[config.mk]
export PLATFORM = sky130hd
export DESIGN_NAME = fp_access_guard
export DESIGN_NICKNAME = d
export VERILOG_FILES = /design/src/rtl/fpg_pkg.sv /design/src/rtl/fpg_avail_chk.sv /design/src/rtl/fpg_align_chk.sv /design/src/rtl/fpg_nerr_ctl.sv /design/src/rtl/fp_access_guard.sv
export SDC_FILE = /design/constraint.sdc
export NUM_CORES = 1
export LEC_CHECK = 0
export ABC_AREA = 1
export BUFFER_PORTS_ARGS = -buffer_cell sky130_fd_sc_hd__buf_4
export CELL_PAD_IN_SITES_DETAIL_PLACEMENT = 0
export CELL_PAD_IN_SITES_GLOBAL_PLACEMENT = 1
export CORE_UTILIZATION = 11
export CTS_BUF_LIST = sky130_fd_sc_hd__clkbuf_16
export CTS_CLUSTER_DIAMETER = 120
export DETAILED_ROUTE_END_ITERATION = 16
export GPL_ROUTABILITY_DRIVEN = 0
export GPL_TIMING_DRIVEN = 1
export PLACE_DENSITY_LB_ADDON = 0.1
export SYNTH_ARGS = -nofsm -noshare
export SYNTH_HDL_FRONTEND = slang
export SYNTH_SLANG_ARGS = --single-unit
[constraint.sdc]
create_clock -name clk_i -period 1.9 [get_ports clk_i]
set_clock_uncertainty 0.05 [all_clocks]
set_input_delay 0.38 -clock clk_i [delete_from_list [all_inputs] [get_ports clk_i]]
set_output_delay 0.38 -clock clk_i [all_outputs]
set_load 0.05 [all_outputs]
[src/rtl/fpg_pkg.sv]
package fpg_pkg;
  typedef enum logic [1:0] {
    OP_INT  = 2'd0,
    OP_NUM  = 2'd1,
    OP_WAIT = 2'd2,
    OP_RSVD = 2'd3
  } op_kind_e;

  typedef struct packed {
    logic emul;
    logic task_sw;
    logic mon_coproc;
  } fp_mode_t;

  typedef struct packed {
    logic en;
    logic flag;
  } align_ctl_t;
endpackage

[src/rtl/fpg_avail_chk.sv]
module fpg_avail_chk
  import fpg_pkg::*;
(
  input  op_kind_e op_kind_i,
  input  fp_mode_t mode_i,
  output logic     fp_like_o,
  output logic     unavail_o
);
  logic is_num, is_wait;

  always_comb begin
    is_num    = (op_kind_i == OP_NUM);
    is_wait   = (op_kind_i == OP_WAIT);
    fp_like_o = is_num | is_wait;
    unavail_o = 1'b0;
    if (is_num)
      unavail_o = mode_i.emul | mode_i.task_sw;
    else if (is_wait)
      unavail_o = mode_i.mon_coproc & mode_i.task_sw;
  end
endmodule

[src/rtl/fpg_align_chk.sv]
module fpg_align_chk
  import fpg_pkg::*;
#(
  parameter int ADDR_W   = 32,
  parameter int SIZE_W   = 2,
  parameter int CPL_W    = 2,
  parameter int USER_CPL = 3
) (
  input  logic              mem_access_i,
  input  logic [ADDR_W-1:0] addr_i,
  input  logic [SIZE_W-1:0] size_i,
  input  align_ctl_t        ctl_i,
  input  logic [CPL_W-1:0]  cpl_i,
  output logic              hit_o
);
  localparam int NSIZE = 1 << SIZE_W;
  localparam int LOW_W = NSIZE - 1;

  logic [LOW_W-1:0] size_mask [NSIZE];

  // mask g covers the low g address bits (operand of 2**g bytes)
  for (genvar g = 0; g < NSIZE; g++) begin : g_mask
    assign size_mask[g] = {LOW_W{1'b1}} >> (LOW_W - g);
  end

  logic misaligned, qualified;

  always_comb begin
    misaligned = |(addr_i[LOW_W-1:0] & size_mask[size_i]);
    qualified  = mem_access_i & ctl_i.en & ctl_i.flag &
                 (cpl_i == CPL_W'(USER_CPL));
    hit_o      = qualified & misaligned;
  end
endmodule

[src/rtl/fpg_nerr_ctl.sv]
module fpg_nerr_ctl (
  input  logic clk_i,
  input  logic rst_ni,
  input  logic err_set_i,
  input  logic err_clr_i,
  input  logic int_mode_i,
  input  logic ign_i,
  input  logic irq_i,
  input  logic check_i,
  output logic report_o,
  output logic stall_o,
  output logic err_n_o
);
  logic pend_q, stall_q, pin_q;
  logic meet, freeze;

  always_comb begin
    meet     = check_i & pend_q;
    report_o = meet & int_mode_i;
    freeze   = meet & ~int_mode_i & ~ign_i;
  end

  always_ff @(posedge clk_i or negedge rst_ni) begin
    if (!rst_ni) begin
      pend_q  <= 1'b0;
      stall_q <= 1'b0;
      pin_q   <= 1'b0;
    end else begin
      if (err_set_i)      pend_q <= 1'b1;
      else if (err_clr_i) pend_q <= 1'b0;

      if (freeze)         stall_q <= 1'b1;
      else if (irq_i)     stall_q <= 1'b0;

      if (err_clr_i)      pin_q <= 1'b0;
      else if (freeze)    pin_q <= 1'b1;
    end
  end

  assign stall_o = stall_q;
  assign err_n_o = ~pin_q;
endmodule

[src/rtl/fp_access_guard.sv]
module fp_access_guard
  import fpg_pkg::*;
#(
  parameter int ADDR_W   = 32,
  parameter int SIZE_W   = 2,
  parameter int CPL_W    = 2,
  parameter int USER_CPL = 3
) (
  input  logic              clk_i,
  input  logic              rst_ni,
  input  logic              issue_valid_i,
  input  logic [1:0]        op_kind_i,
  input  logic              mem_access_i,
  input  logic [ADDR_W-1:0] addr_i,
  input  logic [SIZE_W-1:0] size_i,
  input  logic              emul_i,
  input  logic              task_sw_i,
  input  logic              mon_coproc_i,
  input  logic              num_err_int_i,
  input  logic              align_en_i,
  input  logic              align_flag_i,
  input  logic [CPL_W-1:0]  cpl_i,
  input  logic              ign_err_i,
  input  logic              fpu_err_set_i,
  input  logic              fpu_err_clr_i,
  input  logic              irq_i,
  output logic              nm_fault_o,
  output logic              ac_fault_o,
  output logic              mf_req_o,
  output logic              stall_o,
  output logic              err_n_o
);
  fp_mode_t   mode;
  align_ctl_t actl;
  op_kind_e   kind;
  logic fp_like, unavail, align_hit, act, chk, report, stalled;

  assign mode = '{emul: emul_i, task_sw: task_sw_i, mon_coproc: mon_coproc_i};
  assign actl = '{en: align_en_i, flag: align_flag_i};
  assign kind = op_kind_e'(op_kind_i);

  fpg_avail_chk u_avail (
    .op_kind_i (kind),
    .mode_i    (mode),
    .fp_like_o (fp_like),
    .unavail_o (unavail)
  );

  fpg_align_chk #(
    .ADDR_W  (ADDR_W),
    .SIZE_W  (SIZE_W),
    .CPL_W   (CPL_W),
    .USER_CPL(USER_CPL)
  ) u_align (
    .mem_access_i(mem_access_i),
    .addr_i      (addr_i),
    .size_i      (size_i),
    .ctl_i       (actl),
    .cpl_i       (cpl_i),
    .hit_o       (align_hit)
  );

  // priority: unavailable > alignment > numeric error
  always_comb begin
    act        = issue_valid_i & ~stalled;
    nm_fault_o = act & unavail;
    ac_fault_o = act & ~unavail & align_hit;
    chk        = act & fp_like & ~unavail & ~align_hit;
    mf_req_o   = report;
  end

  fpg_nerr_ctl u_nerr (
    .clk_i     (clk_i),
    .rst_ni    (rst_ni),
    .err_set_i (fpu_err_set_i),
    .err_clr_i (fpu_err_clr_i),
    .int_mode_i(num_err_int_i),
    .ign_i     (ign_err_i),
    .irq_i     (irq_i),
    .check_i   (chk),
    .report_o  (report),
    .stall_o   (stalled),
    .err_n_o   (err_n_o)
  );

  assign stall_o = stalled;
endmodule

## Word-level counts from Yosys, hierarchy flattened

Cells that the tools add are included.

| storage, ports and cells | value |
|---|---|
| flip-flop bits (word level) | 3 |
| output and inout port bits | 5 |
| logic and storage cells | 48 |

| operators by class | value |
|---|---|
| $lt $le $gt $ge | 1 |
| equal/unequal tests | 3 |
| multiplexer cells | 11 |
| bitwise logic cells | 26 |
| reductions and logical operators | 4 |

Operators with widths:

| kind | count |
|---|---|
| bitwise AND 1 bit | 16 |
| two-way mux 1 bit | 8 |
| binary-select mux 3 bit (select 2 bit) | 1 |
| two-way mux 3 bit | 2 |
| inverter 1 bit | 6 |
| nonzero test 2 bit | 3 |
| equality test 2 bit, second input constant | 2 |
| bitwise AND 3 bit | 1 |
| >= comparator 3 bit, second input constant | 1 |
| inverter 2 -> 3 bit | 1 |
| OR reduction 3 bit | 1 |
| equality test 2 x 1 -> 1 bit, second input constant | 1 |
| bitwise OR 1 bit | 2 |

## Longest topological paths before layout

| logic depth | value |
|---|---|
| word-level depth | 14 |
| gate-level depth with buffers | 7 |
| gate-level depth less buffers | 7 |

## By module

Synthesis repeated with hierarchy kept, for this count alone.

| second synthesis, totals | value |
|---|---|
| cell total of the unflattened synthesis | 46 |
| area total of the unflattened synthesis | 282.8 µm² |

By module, submodules not included:

| module | instances | cells each | area each (µm²) | sequential area each (µm²) |
|---|---|---|---|---|
| fpg_nerr_ctl | 1 | 15 | 137.6 | 75.1 |
| fpg_align_chk | 1 | 14 | 55.1 | 0.0 |
| fpg_avail_chk | 1 | 8 | 50.0 | 0.0 |
| fp_access_guard | 1 | 9 | 40.0 | 0.0 |

## Least setup slack after synthesis

OpenSTA, ideal clock, no wires.

| path | value |
|---|---|
| kind | register to output |
| from | register u_nerr.stall_q, in the netlist u_nerr.stall_o |
| to | output ac_fault_o |
| arrival time | 1540 ps |
| slack | -70 ps |
| stages on the path, launching flop included | 6 |
| buffers on the path | 0 |
| path through | dfrtp_1 > inv_1 > nand2_1 > inv_1 > nand3_2 > nor2_1 |

| between the ends | value |
|---|---|
| cells in the longest elaborated chain, start to end | 4 |

RTL lines:

| item | RTL line | RTL |
|---|---|---|
| start, declared | fpg_nerr_ctl.sv:14 | `logic pend_q, stall_q, pin_q;` |
| start signal, assigned | fpg_nerr_ctl.sv:26 | `stall_q <= 1'b0;` |
| start signal, assigned | fpg_nerr_ctl.sv:32 | `if (freeze) stall_q <= 1'b1;` |
| start signal, assigned | fpg_nerr_ctl.sv:33 | `else if (irq_i) stall_q <= 1'b0;` |
| inverter 1 bit | fp_access_guard.sv:65 | `act = issue_valid_i & ~stalled;` |
| bitwise AND 1 bit | fp_access_guard.sv:65 |  |
| bitwise AND 1 bit (2 in series) | fp_access_guard.sv:67 | `ac_fault_o = act & ~unavail & align_hit;` |
| end, declared | fp_access_guard.sv:28 | `output logic ac_fault_o,` |

No other way between the ends.

## Worst setup path in the final report

| path | value |
|---|---|
| from | input op_kind_i[0] |
| to | output mf_req_o |

| between the ends | value |
|---|---|
| cells in the longest elaborated chain, start to end | 8 |

RTL lines:

| item | RTL line | RTL |
|---|---|---|
| start, declared | fp_access_guard.sv:12 | `input logic [1:0] op_kind_i,` |
| equality test 2 bit | fpg_avail_chk.sv:13 | `is_wait = (op_kind_i == OP_WAIT);` |
| two-way mux 1 bit | fpg_avail_chk.sv:18 | `else if (is_wait)` |
| two-way mux 1 bit | fpg_avail_chk.sv:16 | `if (is_num)` |
| inverter 1 bit | fp_access_guard.sv:68 | `chk = act & fp_like & ~unavail & ~align_hit;` |
| bitwise AND 1 bit (*) (2 in series) | fp_access_guard.sv:68 |  |
| bitwise AND 1 bit (*) | fpg_nerr_ctl.sv:18 | `meet = check_i & pend_q;` |
| bitwise AND 1 bit (*) | fpg_nerr_ctl.sv:19 | `report_o = meet & int_mode_i;` |
| end, declared | fp_access_guard.sv:29 | `output logic mf_req_o,` |

Every way passes the cells marked *; elsewhere a longest branch is shown, timed or not.

==> impl_metrics.csv <==
group,metric,value,unit
cts,cts-htree-levels,1,
global_route,grt_start_max_net_pins,4,
pwr,power.leakage,0.316,nW
pwr,power_frac_clock,66.9,%
routing,routed_wl,763,um
pwr,p_int,0.000392,W
critical_path,path_max_fanout,2,
pwr,p_sw,0.0000963,W
global_route,grt_pass1_vias,321,
cts,clock_tree.root_cell,"clkbuf_16",
sta,period_share,96.3,%
critical_path,cp.required,1.47,ns
logic_synthesis,synth.largest_area_cell,"dfrtp_1",
cells_and_area,seqCellArea,75.1,um^2
cts,cts_sinks,3,
critical_path,end_kind,"output pin",
global_route,grt_pass1_wl,1260,um
logic_synthesis,synth_edf_count,0,
placement,hpwl,650,um
cells_and_area,fin_nets,123,
critical_path,crit_family,"simple AND/OR/NAND/NOR gates",
logic_synthesis,synth_fp_nets,87,
floorplanning,ios,57,
cts,cts_buffer_depth,2,
pwr,pwr-share-seq,14.0,%
cts,path_clk_slew,0.03,ns
pwr,irDropWorstVdd,0.000409,V
cts,postCtsSetupBuffers,0,
logic_synthesis,synth_area_per_cell,7.58,um^2
routing,num_vias,337,
sta,period_needed,1.83,ns
logic_synthesis,synth.cell_area,250,um^2
routing,drt_pre_antenna_iters,2,
flow_run,cap_violations,0,
critical_path,r2r_slack,0.71,ns
critical_path,crit_end,"mf_req_o",
logic_synthesis,synthArstFlopShare,100,%
critical_path,r2r_end,"u_nerr.pin_q$_DFFE_PN0P_",
sta,hold_viol_final,0,
routing,drt-initial-drc-count,3,
global_route,antenna_found_initial,0,
floorplanning,die_area,2470,um^2
floorplanning,rows,16,
logic_synthesis,synth_commonest_cells,"inv_1 (6), nand2_1 (4), nor2_1 (4)",
run_status,status,"complete, no violations",
floorplanning,die_h,49.7,um
critical_path,critical_path_class,"in2out",
cells_and_area,fillers,231,
logic_synthesis,synth_area_leaders,"dfrtp_1 (30%), ha_1 (10%), inv_1 (9.0%)",
logic_synthesis,seq_area_frac_synth,30.0,%
cells_and_area,n_antenna_cell,0,
critical_path,crit_chain,"buf_4, inv_2, ha_4, or2_1, nor2_2, and3_4, buf_8",
critical_path,critPathLaunchType,"input port",
sta,worst_slack,0.0708,ns
cts,cts_buffers,3,
sta,drv_slew,0,
logic_synthesis,ys.flop_type,"dfrtp_1",
sta,worstMarginPinSlew,0.177,ns
pwr,power_density,777,nW/um^2
sta,slew_headroom,88.2,%
sta,setup_violations,0,
floorplanning,start_util,12.3,%
routing,wire_per_inst,8.03,um
pwr,total_power,0.000488,W
sta,rsz0062_at_grt,"no",
global_route,grt_overflow,0,
critical_path,crit_start,"op_kind_i[0]",
critical_path,rr_worst_depth,8,
critical_path,path_depth,7,
critical_path,worst_path_max_delay_cell,"or2_1",
sta,finalSetupTns,0,ns
pwr,combinationalPowerShare,19.1,%
sta,fmax,547,MHz
cells_and_area,syn_to_final_growth,151,%
routing,ant_nets,0,
routing,drc,0,
cells_and_area,drive_gt1_share,63.2,%
logic_synthesis,syn_inst,33,
pwr,p_sw_share,19.7,%
logic_synthesis,ys_ff_latch,3,
cts,worstSkewPairLatency,0.22,ns
worst_hold_path,hp-class,"in2reg",
cts,tritoncts,"built",
logic_synthesis,yosysWarnings,0,
logic_synthesis,synth.most_common_cell,"inv_1",
sta,hold_ws,0.263,ns
logic_synthesis,synth_cell_type_count,16,
critical_path,rr_startpoint,"u_nerr.stall_o$_DFFE_PN0P_",
floorplanning,die_width,49.7,um
global_route,groute.usage.overall,7.11,%
placement,dp_slack,-0.0343,ns
floorplanning,core_area,2040,um^2
critical_path,arrival,1.40,ns
logic_synthesis,yosysTopAreaCellShare,30.0,%
critical_path,critical_path_buf_inv_count,3,
placement,portBuffers,27,
routing,routed_via_density,3.55,
critical_path,cpPeakStageDelay,0.21,ns
cells_and_area,multiInputGateArea,175,um^2
## how the worst min path moves through the flow
stage	startpoint	end	slack (ns)	depth (start not counted)
floorplan	rst_ni	u_nerr.pend_q$_DFFE_PN0P_	0.03	0
global placement	rst_ni	u_nerr.pend_q$_DFFE_PN0P_	0.12	1
detailed placement	rst_ni	u_nerr.stall_o$_DFFE_PN0P_	0.12	1
CTS	fpu_err_clr_i	u_nerr.pin_q$_DFFE_PN0P_	0.26	2
global route	fpu_err_clr_i	u_nerr.pin_q$_DFFE_PN0P_	0.26	2
finish	fpu_err_clr_i	u_nerr.pin_q$_DFFE_PN0P_	0.26	2
## power by group through the flow
| stage | Sequential, W | Clock [W] | Combinational, W |
|---|---|---|---|
| floorplan | 0.0000726 | 0 | 0.0000312 |
| global placement | 0.0000690 | 0 | 0.0000884 |
| detailed placement | 0.0000691 | 0 | 0.0000883 |
| CTS | 0.0000684 | 0.000331 | 0.0000925 |
| global route | 0.0000686 | 0.000336 | 0.000101 |
| finish | 0.0000684 | 0.000326 | 0.0000934 |
## worst register-to-register path: cells and delay by family (launching register included)
kind | cells | cell delay [ns]
flops | 1 | 0.36
buf+inv | 3 | 0.25
simple gates | 4 | 0.34
compound gates | 1 | 0.12
## logic make-up after synthesis
kind of cell	Yosys count	synth area share, %
DFF	3	30.0
buffers and inverters	6	9.00
AOI/OAI and AO/OA	6	16.0
adders and majority gates	2	10.0
and+or+nand+nor	16	35.0
## layer usage
| metal | vias up | track usage [%] | part of all wire [%] |
|---|---|---|---|
| met4 | 0 | 5.71 | 0 |
| met1 | 146 | 7.58 | 42 |
| li1 | 177 | - | - |
| met5 | - | 0 | 0 |
| met2 | 14 | 10.8 | 51 |
| met3 | 0 | 3.09 | 7.5 |
## state kept, by name (all words and copies together) (netlist names)
name            count
u_nerr.pend_q       1
u_nerr.pin_q        1
u_nerr.stall_o      1
## placed cells by master (no fill, tap or decap), types with 2 or more instances in the layout
cell / netlist / final
nor2_1: 4 / 3
buf_4: 0 / 29
nand3_1: 2 / 2
nor2_2: 1 / 2
inv_1: 6 / 6
nand3_2: 2 / 2
dfrtp_1: 3 / 3
a21oi_2: 1 / 2
clkbuf_16: 0 / 3
nand2_1: 4 / 4
## area by class of cell
type | instances | share of cell area (%)
repair buffers | 31 | 38.6
flip-flops and latches | 3 | 12.0
clock inverters | 1 | 0.598
clock buffers | 3 | 12.0
inverters | 6 | 3.59
multi-input cells | 24 | 27.9
well taps | 27 | 5.38
## through the flow
stage / instance area [um^2] / std cells / utilization [%]
finish: 628 / 95 / 30.8
global route: 628 / 95 / 30.8
CTS: 616 / 95 / 30.1
detailed placement: 515 / 90 / 25.2
global placement: 515 / 90 / 25.2
floorplan: 256 / 33 / -
## what timing repair did
action,4_1_cts,5_1_grt
pin swaps,1,4
endpoints found under the hold margin,3,0
endpoints found under the setup margin,1,1
hold buffers,1,0
gates resized for setup,3,3
No activity file was read; power rests on OpenSTA's default activity.
